--- config.mk ---
export PLATFORM = sky130hd
export DESIGN_NAME = fuse_line_gate
export DESIGN_NICKNAME = d
export VERILOG_FILES = /design/src/rtl/fgate_pkg.sv /design/src/rtl/fgate_decode.sv /design/src/rtl/fgate_pending.sv /design/src/rtl/fgate_sealmap.sv /design/src/rtl/fuse_line_gate.sv
export SDC_FILE = /design/constraint.sdc
export NUM_CORES = 1
export LEC_CHECK = 0
export ABC_AREA = 1
export BUFFER_PORTS_ARGS = -buffer_cell sky130_fd_sc_hd__buf_2
export CAP_MARGIN = 0
export CORE_MARGIN = 4
export CORE_UTILIZATION = 35
export DETAILED_ROUTE_END_ITERATION = 8
export GPL_ROUTABILITY_DRIVEN = 0
export HOLD_SLACK_MARGIN = 0.03
export SLEW_MARGIN = 30
export SYNTH_ARGS = -nofsm -noshare
export SYNTH_HDL_FRONTEND = slang
export SYNTH_HIERARCHICAL = 1
export SYNTH_SLANG_ARGS = --single-unit
--- constraint.sdc ---
create_clock -name clk -period 7.45 [get_ports clk]
set_input_delay 1.49 -clock clk [delete_from_list [all_inputs] [get_ports clk]]
set_output_delay 1.49 -clock clk [all_outputs]
set_load 0.01 [all_outputs]
--- src/rtl/fgate_pkg.sv ---
package fgate_pkg;
  typedef enum logic [2:0] {
    ACT_REJECT   = 3'd0,
    ACT_STORE    = 3'd1,
    ACT_PROGRAM  = 3'd2,
    ACT_LOCKONLY = 3'd3
  } fg_act_e;

  localparam int HALF_W = 32;
  localparam int LINE_BITS = 64;
  localparam int IDX_W = 3;

  function automatic logic [LINE_BITS-1:0] join_halves(input logic [HALF_W-1:0] upper,
                                                       input logic [HALF_W-1:0] lower);
    return {upper, lower};
  endfunction

  function automatic logic [IDX_W-1:0] next_index(input logic [IDX_W-1:0] cur);
    return (cur == '1) ? cur : cur + 1'b1;
  endfunction

  function automatic logic idx_legal(input logic [IDX_W-1:0] idx);
    return idx <= 3'd2;
  endfunction
endpackage

--- src/rtl/fgate_decode.sv ---
module fgate_decode
  import fgate_pkg::*;
#(
  parameter int NUM_LINES = 24,
  parameter int LINE_W = 5
) (
  input  logic [LINE_W-1:0] line,
  input  logic [IDX_W-1:0]  idx,
  input  logic [HALF_W-1:0] data,
  input  logic              line_sealed,
  input  logic              have_upper,
  input  logic              have_lower,
  input  logic [LINE_W-1:0] pend_line,
  output fg_act_e           act,
  output logic              discard,
  output logic              clr_pend
);
  localparam logic [LINE_W:0] LINE_LIM = (LINE_W+1)'(NUM_LINES);

  logic range_ok;
  logic usable;
  logic h_up;
  logic h_lo;

  always_comb begin
    range_ok = idx_legal(idx) && ({1'b0, line} < LINE_LIM);
    usable   = range_ok && !line_sealed;
    discard  = usable && (have_upper || have_lower) && (pend_line != line);
    h_up     = have_upper && !discard;
    h_lo     = have_lower && !discard;
    clr_pend = usable && (idx == 3'd2);
    act      = ACT_REJECT;
    if (usable) begin
      if (idx != 3'd2)               act = ACT_STORE;
      else if (data != 32'd1)        act = ACT_REJECT;
      else if (h_up && h_lo)         act = ACT_PROGRAM;
      else if (!h_up && !h_lo)       act = ACT_LOCKONLY;
      else                           act = ACT_REJECT;
    end
  end
endmodule

--- src/rtl/fgate_pending.sv ---
module fgate_pending
  import fgate_pkg::*;
#(
  parameter int LINE_W = 5
) (
  input  logic              clk,
  input  logic              rst_n,
  input  logic              fire,
  input  logic              store,
  input  logic              store_lower,
  input  logic              discard,
  input  logic              clr_pend,
  input  logic [LINE_W-1:0] line,
  input  logic [HALF_W-1:0] data,
  output logic              have_upper,
  output logic              have_lower,
  output logic [HALF_W-1:0] upper_q,
  output logic [HALF_W-1:0] lower_q,
  output logic [LINE_W-1:0] pend_line
);
  always_ff @(posedge clk) begin
    if (!rst_n) begin
      have_upper <= 1'b0;
      have_lower <= 1'b0;
      upper_q    <= '0;
      lower_q    <= '0;
      pend_line  <= '0;
    end else if (fire) begin
      if (clr_pend) begin
        have_upper <= 1'b0;
        have_lower <= 1'b0;
      end else if (store) begin
        pend_line <= line;
        if (store_lower) begin
          have_lower <= 1'b1;
          lower_q    <= data;
          have_upper <= have_upper && !discard;
        end else begin
          have_upper <= 1'b1;
          upper_q    <= data;
          have_lower <= have_lower && !discard;
        end
      end
    end
  end
endmodule

--- src/rtl/fgate_sealmap.sv ---
module fgate_sealmap #(
  parameter int NUM_LINES = 24,
  parameter int LINE_W = 5
) (
  input  logic              clk,
  input  logic              rst_n,
  input  logic              seal_en,
  input  logic [LINE_W-1:0] seal_line,
  input  logic [LINE_W-1:0] query_line,
  output logic              query_sealed
);
  localparam int SLOTS = 2 ** LINE_W;

  logic [SLOTS-1:0] sealed_q;

  for (genvar g = 0; g < SLOTS; g++) begin : g_slot
    if (g < NUM_LINES) begin : g_real
      always_ff @(posedge clk) begin
        if (!rst_n)
          sealed_q[g] <= 1'b0;
        else if (seal_en && (seal_line == LINE_W'(g)))
          sealed_q[g] <= 1'b1;
      end
    end else begin : g_none
      assign sealed_q[g] = 1'b0;
    end
  end

  assign query_sealed = sealed_q[query_line];
endmodule

--- src/rtl/fuse_line_gate.sv ---
module fuse_line_gate
  import fgate_pkg::*;
#(
  parameter int NUM_LINES = 24,
  parameter int LINE_W = 5
) (
  input  logic              clk,
  input  logic              rst_n,
  input  logic              wr_valid,
  output logic              wr_ready,
  input  logic              wr_first,
  input  logic [LINE_W-1:0] wr_line,
  input  logic [1:0]        wr_index,
  input  logic [31:0]       wr_data,
  output logic              rsp_valid,
  output logic              rsp_err,
  output logic              warn,
  output logic              busy,
  output logic              fm_cmd_valid,
  output logic              fm_cmd_lock_only,
  output logic [LINE_W-1:0] fm_cmd_line,
  output logic [63:0]       fm_cmd_data,
  input  logic              fm_done
);
  logic [IDX_W-1:0]  nxt_idx_q;
  logic [IDX_W-1:0]  eff_idx;
  logic              busy_q;
  logic              fire;
  logic              issue;
  logic              line_sealed;
  logic              have_upper;
  logic              have_lower;
  logic [HALF_W-1:0] upper_q;
  logic [HALF_W-1:0] lower_q;
  logic [LINE_W-1:0] pend_line;
  fg_act_e           act;
  logic              discard;
  logic              clr_pend;

  assign eff_idx  = wr_first ? {1'b0, wr_index} : nxt_idx_q;
  assign wr_ready = !busy_q;
  assign busy     = busy_q;
  assign fire     = wr_valid && !busy_q;
  assign issue    = fire && ((act == ACT_PROGRAM) || (act == ACT_LOCKONLY));

  fgate_decode #(.NUM_LINES(NUM_LINES), .LINE_W(LINE_W)) u_decode (
    .line        (wr_line),
    .idx         (eff_idx),
    .data        (wr_data),
    .line_sealed (line_sealed),
    .have_upper  (have_upper),
    .have_lower  (have_lower),
    .pend_line   (pend_line),
    .act         (act),
    .discard     (discard),
    .clr_pend    (clr_pend)
  );

  fgate_pending #(.LINE_W(LINE_W)) u_pending (
    .clk         (clk),
    .rst_n       (rst_n),
    .fire        (fire),
    .store       (act == ACT_STORE),
    .store_lower (eff_idx[0]),
    .discard     (discard),
    .clr_pend    (clr_pend),
    .line        (wr_line),
    .data        (wr_data),
    .have_upper  (have_upper),
    .have_lower  (have_lower),
    .upper_q     (upper_q),
    .lower_q     (lower_q),
    .pend_line   (pend_line)
  );

  fgate_sealmap #(.NUM_LINES(NUM_LINES), .LINE_W(LINE_W)) u_seal (
    .clk          (clk),
    .rst_n        (rst_n),
    .seal_en      (issue),
    .seal_line    (wr_line),
    .query_line   (wr_line),
    .query_sealed (line_sealed)
  );

  always_ff @(posedge clk) begin
    if (!rst_n) begin
      nxt_idx_q        <= '0;
      busy_q           <= 1'b0;
      rsp_valid        <= 1'b0;
      rsp_err          <= 1'b0;
      warn             <= 1'b0;
      fm_cmd_valid     <= 1'b0;
      fm_cmd_lock_only <= 1'b0;
      fm_cmd_line      <= '0;
      fm_cmd_data      <= '0;
    end else begin
      rsp_valid    <= fire;
      rsp_err      <= fire && (act == ACT_REJECT);
      warn         <= fire && discard;
      fm_cmd_valid <= issue;
      if (fire) nxt_idx_q <= next_index(eff_idx);
      if (issue) begin
        busy_q           <= 1'b1;
        fm_cmd_lock_only <= (act == ACT_LOCKONLY);
        fm_cmd_line      <= wr_line;
        fm_cmd_data      <= (act == ACT_PROGRAM) ? join_halves(upper_q, lower_q) : '0;
      end else if (fm_done) begin
        busy_q <= 1'b0;
      end
    end
  end
endmodule

==> metrics.txt <==
peak supply drop=152 uV; First-pass DRT Iterations=5; setup repair bufs after CTS=0; Die H=156 um; post-route ant nets=0; RSZ-0062 raised after global routing=no; commonest non-fill, non-tap cell in the layout=nand2_1; ant diodes=0; Synth Register Bits=173; DPL Wire Length=14700 um; routed vias=7101; root buf cell=clkbuf_16; largest family of logic cells by synthesized area=simple AND/OR/NAND/NOR gates; worst hold path type=reg2reg; Slew @ Worst Pin=852 ps; Post-Synth Adder-Cell Area=0.325%; area grow syn2layout=15.0%; commonest cells after routing, fill and taps aside=nand2_1 (233), nor2_1 (214), dfxtp_1 (173); setup total negative slack=0 ps; min Tclk post-route=4980 ps; Post-Syn Nets=1167; fillcell total=2306; initial core utilization=36.0%; crit path capture type=flip-flop; critical path arrival=5340 ps; clk buf depth=2; Post-synth EDFFs=0; IO Port Bufs=119; crit-path max FO=30; CTS Buf Count=17; Synth Area in XOR/XNOR=0.455%; Clock transition at path regs=70 ps; DP Cell Count=1456; fmax=201 MHz; WP data required=7810 ps; cts hold-fix bufs=0; Setup CP Type=in2reg; Nets=1246; layout cell share with drive strength beyond 1=15.1%; clk sinks=173; vias per std cell=4.77; Clk Latency, worst-skew pair=430 ps; post-synthesis cell type count=31; min setup slack post-route=2470 ps; cells after synthesis=1121; GRT overflow=0; initial antenna violation count=2; H-tree depth=4; core area=21400 um^2; pwr/cell area=228 nW/um^2; syn avg cell area=6.87 um^2; first-pass GRT wire length=33800 um; ys flop type=dfxtp_1; post-route clock skew=10.9 ps; Leakage=3.94 nW; number of global-route vias before repair=6473; max_slew headroom=43.2%; Core Rows=53; synth warn=6; outcome=finished, final reports clean; I/O Pins=120; startpoint type of the worst setup path=input pin; multiplexer area fraction after synthesis=0%; Tcrit/Tclk final=66.9%; Total GRT Usage=17.1%; CTS resizes=0; Simple-Gate Fraction of Synth Area=34.7%; drt total wl=21000 um; dpl cell area=8270 um^2; DR WL/cell=14.1 um; CTS tree=done; # Max-Cap Violations=0; Final Hold Viols=0; post-route insts no fill=1488; DR iter-0 viols=616; largest net degree at the start of global routing=75; Cell Area, Synth=7700 um^2; Post-Place Setup Slack=1890 ps; post-synthesis compound-gate area fraction=8.29%; die width=156 um; Final Max Tran Viols=0; fraction of registers with async set/reset=0%; final-report setup violation count=0; sequential cell area fraction in the yosys report=45.0%; final instance area=8850 um^2; Die ar.=24400 um^2; DRC=0
## through the flow
stage	total power, mW	hold WS [ps]	utilization (%)
floorplan	1.10	427	-
detailed placement	1.15	438	38.7
finish	2.02	446	41.4
CTS	2.03	448	41.4
global route	2.10	465	41.4
global placement	1.15	438	38.7
## where the power goes
group	total, mW	switching [mW]	internal, mW	leakage (nW)
clock	0.887	0.412	0.475	0.283
sequential	0.951	0.00948	0.941	1.40
combinational	0.178	0.128	0.0494	2.26
## worst paths after layout
check	from	endpoint	slack [ps]	cells after the start
worst max-delay path	wr_line[0]	u_seal/sealed_q[12]	2470	23
worst max register to register	u_seal/sealed_q[13]	u_seal/sealed_q[12]	3560	22
worst min register to register	u_seal/sealed_q[20]	u_seal/sealed_q[20]	450	2
worst min-delay path	u_seal/sealed_q[20]	u_seal/sealed_q[20]	450	2
## state kept, by name, summed over array words and instances (netlist names)
| signal | flops |
|---|---|
| warn | 1 |
| fm_cmd_lock_only | 1 |
| busy | 1 |
| u_pending/lower_q | 32 |
| nxt_idx_q | 3 |
| u_pending/have_upper | 1 |
| fm_cmd_valid | 1 |
| rsp_valid | 1 |
| u_pending/pend_line | 5 |
| rsp_err | 1 |
| u_seal/sealed_q | 24 |
| u_pending/have_lower | 1 |
| u_pending/upper_q | 32 |
| fm_cmd_data | 64 |
| fm_cmd_line | 5 |
## kinds of logic (layout without fill, tap and decap cells)
family          Yosys count  after routing
xor+xnor                  4              4
fa+ha+maj                 2              2
flops                   173            173
other cells               1              1
simple gates            632            632
compound gates          125            125
buf+inv                 184            276
## synthesized netlist by cell type, drive strengths merged, types with 2 or more instances
master,n,area [um^2]
a21oi,107,536
buf,57,382
clkbuf,7,26.3
dfxtp,173,3460
ha,2,25.0
inv,120,450
nand2,236,893
nand3,158,791
nand4,6,37.5
nor2,220,866
nor3,7,51.3
o21ai,13,65.1
o21bai,5,37.5
xor2,3,26.3
## final cells by class
type / count / area, um^2 / area share, %
flip-flops and latches: 173 / 3460 / 39.1
repair buffers: 124 / 633 / 7.15
clock buffers: 17 / 425 / 4.81
clock inverters: 15 / 153 / 1.72
inverters: 120 / 452 / 5.10
multi-input cells: 764 / 3380 / 38.2
well taps: 275 / 344 / 3.89
## worst max-delay path, cell delays in order
cell and delay (ps):
buf_2 220, inv_2 200, nand2_1 90, nand3_1 70, nand3_1 70, nand3_1 90
nand2_1 60, nand2_1 50, nand2_1 40, nor2_1 80, and3_2 190, inv_2 50
nor3_2 510, nand2_1 100, nor2_1 230, inv_2 100, nor2_4 390, nand2_2 110
inv_2 430, inv_1 150, nor2_4 330, nand3_1 130, a21oi_1 150
## routing by layer
| metal | vias up | routed length, um | global-route usage [%] |
|---|---|---|---|
| met5 | - | 20 | 0 |
| met4 | 4 | 220 | 4.21 |
| met3 | 22 | 1140 | 3.68 |
| met2 | 165 | 9360 | 26.1 |
| met1 | 3220 | 10200 | 24.7 |
| li1 | 3690 | - | - |
Power figures use the tool's default switching activity.
